$ cat src/rtl/i2c_irq_pkg.sv
package i2c_irq_pkg;
   localparam int SRC_N        = 8;
   localparam int BIT_PKT_DONE = 7;
   localparam int BIT_ALL_DONE = 6;
   localparam int BIT_TX_OVF   = 5;
   localparam int BIT_RX_UDF   = 4;
   localparam int BIT_NACK     = 3;
   localparam int BIT_ARB      = 2;
   localparam int BIT_TX_REQ   = 1;
   localparam int BIT_RX_REQ   = 0;
   localparam int ERR_N        = 2;
   localparam int ERR_NACK     = 0;
   localparam int ERR_ARB      = 1;
   typedef logic [SRC_N-1:0] src_vec_t;
   typedef logic [ERR_N-1:0] err_vec_t;
endpackage

$ cat src/rtl/irq_src_cell.sv
module irq_src_cell #(
   parameter bit LEVEL = 1'b0
) (
   input  logic clk_i,
   input  logic rst_ni,
   input  logic ev_i,
   input  logic clr_i,
   output logic q_o
);
   logic q_q;

   generate
      if (LEVEL) begin : g_level
         logic unused_clr;
         assign unused_clr = clr_i;
         always_ff @(posedge clk_i or negedge rst_ni) begin
            if (!rst_ni) q_q <= 1'b0;
            else         q_q <= ev_i;
         end
         AST_LEVEL_HI: assert property (@(posedge clk_i) disable iff (!rst_ni) ev_i |=> q_o);
         AST_LEVEL_LO: assert property (@(posedge clk_i) disable iff (!rst_ni) !ev_i |=> !q_o);
      end else begin : g_sticky
         always_ff @(posedge clk_i or negedge rst_ni) begin
            if (!rst_ni) q_q <= 1'b0;
            else         q_q <= ev_i | (q_q & ~clr_i);
         end
         AST_SET_WINS: assert property (@(posedge clk_i) disable iff (!rst_ni) ev_i |=> q_o);
         AST_STICKY:   assert property (@(posedge clk_i) disable iff (!rst_ni) (q_o && !clr_i) |=> q_o);
         AST_W1C:      assert property (@(posedge clk_i) disable iff (!rst_ni) (clr_i && !ev_i) |=> !q_o);
      end
   endgenerate

   assign q_o = q_q;
endmodule

$ cat src/rtl/irq_mask_reg.sv
module irq_mask_reg #(
   parameter int WIDTH = 8
) (
   input  logic             clk_i,
   input  logic             rst_ni,
   input  logic             wr_i,
   input  logic [WIDTH-1:0] wdata_i,
   output logic [WIDTH-1:0] mask_o
);
   logic [WIDTH-1:0] mask_q;

   always_ff @(posedge clk_i or negedge rst_ni) begin
      if (!rst_ni)   mask_q <= '0;
      else if (wr_i) mask_q <= wdata_i;
   end

   assign mask_o = mask_q;

   AST_MASK_LOAD: assert property (@(posedge clk_i) disable iff (!rst_ni) wr_i |=> mask_o == $past(wdata_i));
   AST_MASK_HOLD: assert property (@(posedge clk_i) disable iff (!rst_ni) !wr_i |=> $stable(mask_o));
endmodule

$ cat src/rtl/irq_merge.sv
module irq_merge #(
   parameter int               WIDTH      = 8,
   parameter logic [WIDTH-1:0] BYPASS     = 8'h80,
   parameter bit               REGISTERED = 1'b1
) (
   input  logic             clk_i,
   input  logic             rst_ni,
   input  logic [WIDTH-1:0] status_i,
   input  logic [WIDTH-1:0] mask_i,
   output logic             irq_o
);
   logic [WIDTH-1:0] enabled;
   logic             irq_d;

   assign enabled = status_i & (mask_i | BYPASS);
   assign irq_d   = |enabled;

   generate
      if (REGISTERED) begin : g_reg
         logic irq_q;
         always_ff @(posedge clk_i or negedge rst_ni) begin
            if (!rst_ni) irq_q <= 1'b0;
            else         irq_q <= irq_d;
         end
         assign irq_o = irq_q;
         AST_BYPASS_IRQ: assert property (@(posedge clk_i) disable iff (!rst_ni)
            ((status_i & BYPASS) != '0) |=> irq_o);
         AST_MASKED_IRQ: assert property (@(posedge clk_i) disable iff (!rst_ni)
            ((status_i & mask_i) != '0) |=> irq_o);
         AST_IRQ_QUIET: assert property (@(posedge clk_i) disable iff (!rst_ni)
            ((status_i & (mask_i | BYPASS)) == '0) |=> !irq_o);
      end else begin : g_comb
         assign irq_o = irq_d;
      end
   endgenerate
endmodule

$ cat src/rtl/irq_err_track.sv
module irq_err_track (
   input  logic clk_i,
   input  logic rst_ni,
   input  logic start_i,
   input  logic nack_i,
   input  logic arb_i,
   output logic [1:0] err_o
);
   import i2c_irq_pkg::*;
   err_vec_t err_q, err_hit;

   always_comb begin
      err_hit           = '0;
      err_hit[ERR_NACK] = nack_i;
      err_hit[ERR_ARB]  = arb_i;
   end

   always_ff @(posedge clk_i or negedge rst_ni) begin
      if (!rst_ni) err_q <= '0;
      else         err_q <= (start_i ? '0 : err_q) | err_hit;
   end

   assign err_o = err_q;

   AST_ERR_NACK:  assert property (@(posedge clk_i) disable iff (!rst_ni) nack_i |=> err_o[ERR_NACK]);
   AST_ERR_ARB:   assert property (@(posedge clk_i) disable iff (!rst_ni) arb_i |=> err_o[ERR_ARB]);
   AST_ERR_CLEAR: assert property (@(posedge clk_i) disable iff (!rst_ni) (start_i && !nack_i && !arb_i) |=> err_o == '0);
endmodule

$ cat src/rtl/i2c_irq_status.sv
module i2c_irq_status #(
   parameter int   DATA_W      = 32,
   parameter int   ADDR_W      = 2,
   parameter int   STATUS_ADDR = 0,
   parameter int   MASK_ADDR   = 1,
   parameter logic [7:0] LEVEL_BITS  = 8'h03,
   parameter logic [7:0] BYPASS_BITS = 8'h80,
   parameter bit   IRQ_REG     = 1'b1
) (
   input  logic              clk_i,
   input  logic              rst_ni,
   input  logic [7:0]        ev_i,
   input  logic              xfer_start_i,
   input  logic              reg_wr_i,
   input  logic [ADDR_W-1:0] reg_addr_i,
   input  logic [DATA_W-1:0] reg_wdata_i,
   output logic [DATA_W-1:0] reg_rdata_o,
   output logic              irq_o,
   output logic [1:0]        err_o
);
   import i2c_irq_pkg::*;

   localparam logic [ADDR_W-1:0] A_STATUS = ADDR_W'(STATUS_ADDR);
   localparam logic [ADDR_W-1:0] A_MASK   = ADDR_W'(MASK_ADDR);

   generate
      if (DATA_W < SRC_N) begin : g_bad_width
         $error("DATA_W must hold all status bits");
      end
      if (STATUS_ADDR == MASK_ADDR) begin : g_bad_addr
         $error("status and mask addresses must differ");
      end
      if ((LEVEL_BITS & BYPASS_BITS) != '0) begin : g_bad_bypass
         $error("a level source may not bypass the mask");
      end
      if (DATA_W > SRC_N) begin : g_hi_bits
         logic unused_wdata_hi;
         assign unused_wdata_hi = ^reg_wdata_i[DATA_W-1:SRC_N];
      end
   endgenerate

   src_vec_t status, mask, clr_vec, wdata_lo;
   logic     wr_status, wr_mask;

   assign wdata_lo  = reg_wdata_i[SRC_N-1:0];
   assign wr_status = reg_wr_i && (reg_addr_i == A_STATUS);
   assign wr_mask   = reg_wr_i && (reg_addr_i == A_MASK);
   assign clr_vec   = wr_status ? wdata_lo : '0;

   generate
      for (genvar i = 0; i < SRC_N; i++) begin : g_src
         irq_src_cell #(.LEVEL(LEVEL_BITS[i])) u_cell (
            .clk_i (clk_i),
            .rst_ni(rst_ni),
            .ev_i  (ev_i[i]),
            .clr_i (clr_vec[i]),
            .q_o   (status[i])
         );
      end
   endgenerate

   irq_mask_reg #(.WIDTH(SRC_N)) u_mask (
      .clk_i  (clk_i),
      .rst_ni (rst_ni),
      .wr_i   (wr_mask),
      .wdata_i(wdata_lo),
      .mask_o (mask)
   );

   irq_merge #(.WIDTH(SRC_N), .BYPASS(BYPASS_BITS), .REGISTERED(IRQ_REG)) u_merge (
      .clk_i   (clk_i),
      .rst_ni  (rst_ni),
      .status_i(status),
      .mask_i  (mask),
      .irq_o   (irq_o)
   );

   irq_err_track u_err (
      .clk_i  (clk_i),
      .rst_ni (rst_ni),
      .start_i(xfer_start_i),
      .nack_i (ev_i[BIT_NACK]),
      .arb_i  (ev_i[BIT_ARB]),
      .err_o  (err_o)
   );

   always_comb begin
      reg_rdata_o = '0;
      if (reg_addr_i == A_STATUS)    reg_rdata_o[SRC_N-1:0] = status;
      else if (reg_addr_i == A_MASK) reg_rdata_o[SRC_N-1:0] = mask;
   end

   AST_RESET_QUIET: assert property (@(posedge clk_i) disable iff (!rst_ni) $rose(rst_ni) |-> (status == '0 && !irq_o));
endmodule

$ cat config.mk
export PLATFORM = sky130hd
export DESIGN_NAME = i2c_irq_status
export DESIGN_NICKNAME = d
export VERILOG_FILES = /design/src/rtl/i2c_irq_pkg.sv /design/src/rtl/irq_src_cell.sv /design/src/rtl/irq_mask_reg.sv /design/src/rtl/irq_merge.sv /design/src/rtl/irq_err_track.sv /design/src/rtl/i2c_irq_status.sv
export SDC_FILE = /design/constraint.sdc
export NUM_CORES = 1
export LEC_CHECK = 0
export CAP_MARGIN = 0
export CORE_MARGIN = 5
export CORE_UTILIZATION = 37
export DETAILED_ROUTE_END_ITERATION = 10
export MAX_ROUTING_LAYER = met4
export PLACE_DENSITY_LB_ADDON = 0.05
export SETUP_SLACK_MARGIN = 0.2
export SYNTH_ARGS = -nofsm -noshare
export SYNTH_HDL_FRONTEND = slang
export SYNTH_HIERARCHICAL = 1
export SYNTH_SLANG_ARGS = --single-unit
$ cat constraint.sdc
create_clock -name clk_i -period 1.8 [get_ports clk_i]
set_input_delay 0.18 -clock clk_i [delete_from_list [all_inputs] [get_ports clk_i]]
set_output_delay 0.18 -clock clk_i [all_outputs]
set_load 0.01 [all_outputs]
==> summary.txt <==
Outcome
  – Outcome: complete, no violations

Timing
  – Skew final: 5.25 ps
  – Period Utilization, post-route: 0.754
  – Minimum clock period: 1360 ps
  – RSZ-0062 raised after global routing: false
  – Setup-failing EPs final: 0
  – Max Slew Vio Count: 0
  – Setup tns final: 0 ps
  – Final Hold Fails: 0
  – Fmax: 0.737 GHz
  – Fin worst setup slack: 443 ps

Power and ir drop
  – Clock power share: 0.220
  – Leakage power: 0.672 nW
  – Pwr dens: 689 nW/um2
  – Flop pwr share: 0.519
  – P_int: 707 uW
  – Net Sw Frac: 0.273
  – Net Switching: 266 uW
  – Max rail drop VDD: 312 uV
  – Gate power share: 0.260

Final layout
  – Commonest non-fill, non-tap cell in the layout: conb_1
  – Most frequent cells in the layout: conb_1 (24), clkdlybuf4s50_1 (23), dfrtp_1 (19)
  – Share of cells above drive strength 1: 0.133
  – Area delta synth->final: 26.9%
  – Final #Nets: 182
  – ANT cells: 0

Drt
  – Vias per cell: 4.39
  – Vias after detailed routing: 738
  – Avg WL per Cell: 12.5 um
  – Drt drc: 0
  – Routed WL: 2.11 mm
  – Initial detailed-routing violation count: 21
  – DR pass1 iterations: 2
  – Antenna-violating nets left: 0

Clock network
  – CTS tree: done
  – CTS Hold Bufs: 0
  – Clock sink total: 19
  – Root Buffer: clkbuf_4
  – Clock Path Buffers: 2
  – Clock-pin slew on the worst setup and hold paths: 110 ps
  – CTS H-tree depth: 1
  – Total CTS buffers: 3
  – Skew-Pair Late Insertion Delay: 290 ps

GRT
  – Total Routing Usage GR: 0.107
  – Maximum number of pins on one net before global-route repair: 20
  – First-pass GRT wire length: 3.44 mm
  – Initial antenna violation count: 0
  – Vias in the first global route: 754
  – Total gr overflow: 0

Die
  – Core area: 2980 um2
  – Io pins: 81
  – Num rows: 20
  – Initial Utilization: 0.374
  – Chip Height: 64.9 um
  – Die Wd: 64.9 um
  – Die Area: 4210 um2

Placement
  – Final Wtd Congestion: 0.685
  – Port Buffers: 32
  – Pre-CTS setup slack: 51.1 ps
  – HPWL Detailed: 1.67 mm

Worst setup path
  – Reg2reg path depth: 3
  – Crit start category: flop
  – CP Class: reg -> out
  – Worst Path Arrival: 1180 ps
  – Worst Path Required: 1620 ps
  – Worst-path fanout max: 3
  – Crit. End Element: output pin

Worst hold path
  – Hold WC Path Type: in -> async

Synthesis
  – Post-synthesis cell area: 1110 um2
  – Avg Inst Size Synth: 11.2 um2
  – Synth Instances: 99
  – Ys Warns: 6

Flow run
  – Max-Cap Viols: 0
[metrics by stage]
step	cell area [um2]	power [mW]	std cells	utilization	hold WS, ps
6_report	1410	0.973	168	0.474	210
5_1_grt	1410	1.03	168	0.474	239
4_1_cts	1400	0.988	167	0.471	217
3_5_place_dp	1390	0.782	163	0.466	468
3_3_place_gp	1390	0.778	163	0.466	459
2_1_floorplan	1200	0.695	122	-	-116
[timing repair]
item / in CTS / in global routing
cloned: 0 / 0
gates resized for setup: 8 / 1
setup endpoints to repair: 8 / 6
setup buffers: 0 / 1
[final cells by class]
type | instances | area (um2)
tap | 33 | 41.3
clock buffer | 4 | 26.3
inverter | 7 | 26.3
multi-input combinational | 69 | 488
fill | 293 | 1570
sequential | 19 | 475
timing repair buffer | 36 | 355
[final timing paths]
| path | from | end | slack [ps] |
|---|---|---|---|
| worst max-delay path | u_mask/mask_o[0] | reg_rdata_o[0] | 440 |
| worst min-delay path | rst_ni | u_mask/mask_o[5] | 210 |
| worst max register to register | g_src[2].u_cell/q_o | u_merge/irq_o | 770 |
| worst min register to register | u_err/err_o[0] | u_err/err_o[0] | 490 |
| max in group asynchronous | rst_ni | u_err/err_o[1] | 1390 |
| min in group clk_i | ev_i[1] | g_src[1].u_cell/q_o | 320 |
[per-layer routing]
layer  wire length [um]  up-vias  global-route usage
li1                   -      347                   -
met1                878      352               0.131
met2               1040       37               0.179
met3                175        2              0.0225
met4                 11        0              0.0317
met5                  0        -                   -
[registers in the layout, indices dropped and copies added (netlist names)]
| name | cells |
|---|---|
| g_src.u_cell/q_o | 8 |
| u_merge/irq_o | 1 |
| u_mask/mask_o | 8 |
| u_err/err_o | 2 |
[worst max-delay path, stage by stage (launching register included)]
cell           delay (ps)
dfrtp_1               410
mux2i_1               140
nor2_1                 50
dlygate4sd2_1         280
[power by group through the flow]
stage / Sequential [mW] / Combinational (mW) / Clock (mW)
after global routing: 0.512 / 0.278 / 0.242
after detailed placement: 0.515 / 0.268 / 0
after global placement: 0.513 / 0.265 / 0
after floorplan: 0.507 / 0.188 / 0
after CTS: 0.507 / 0.255 / 0.227
final: 0.505 / 0.253 / 0.214
Note: power is estimated with default switching activity, not from simulation.
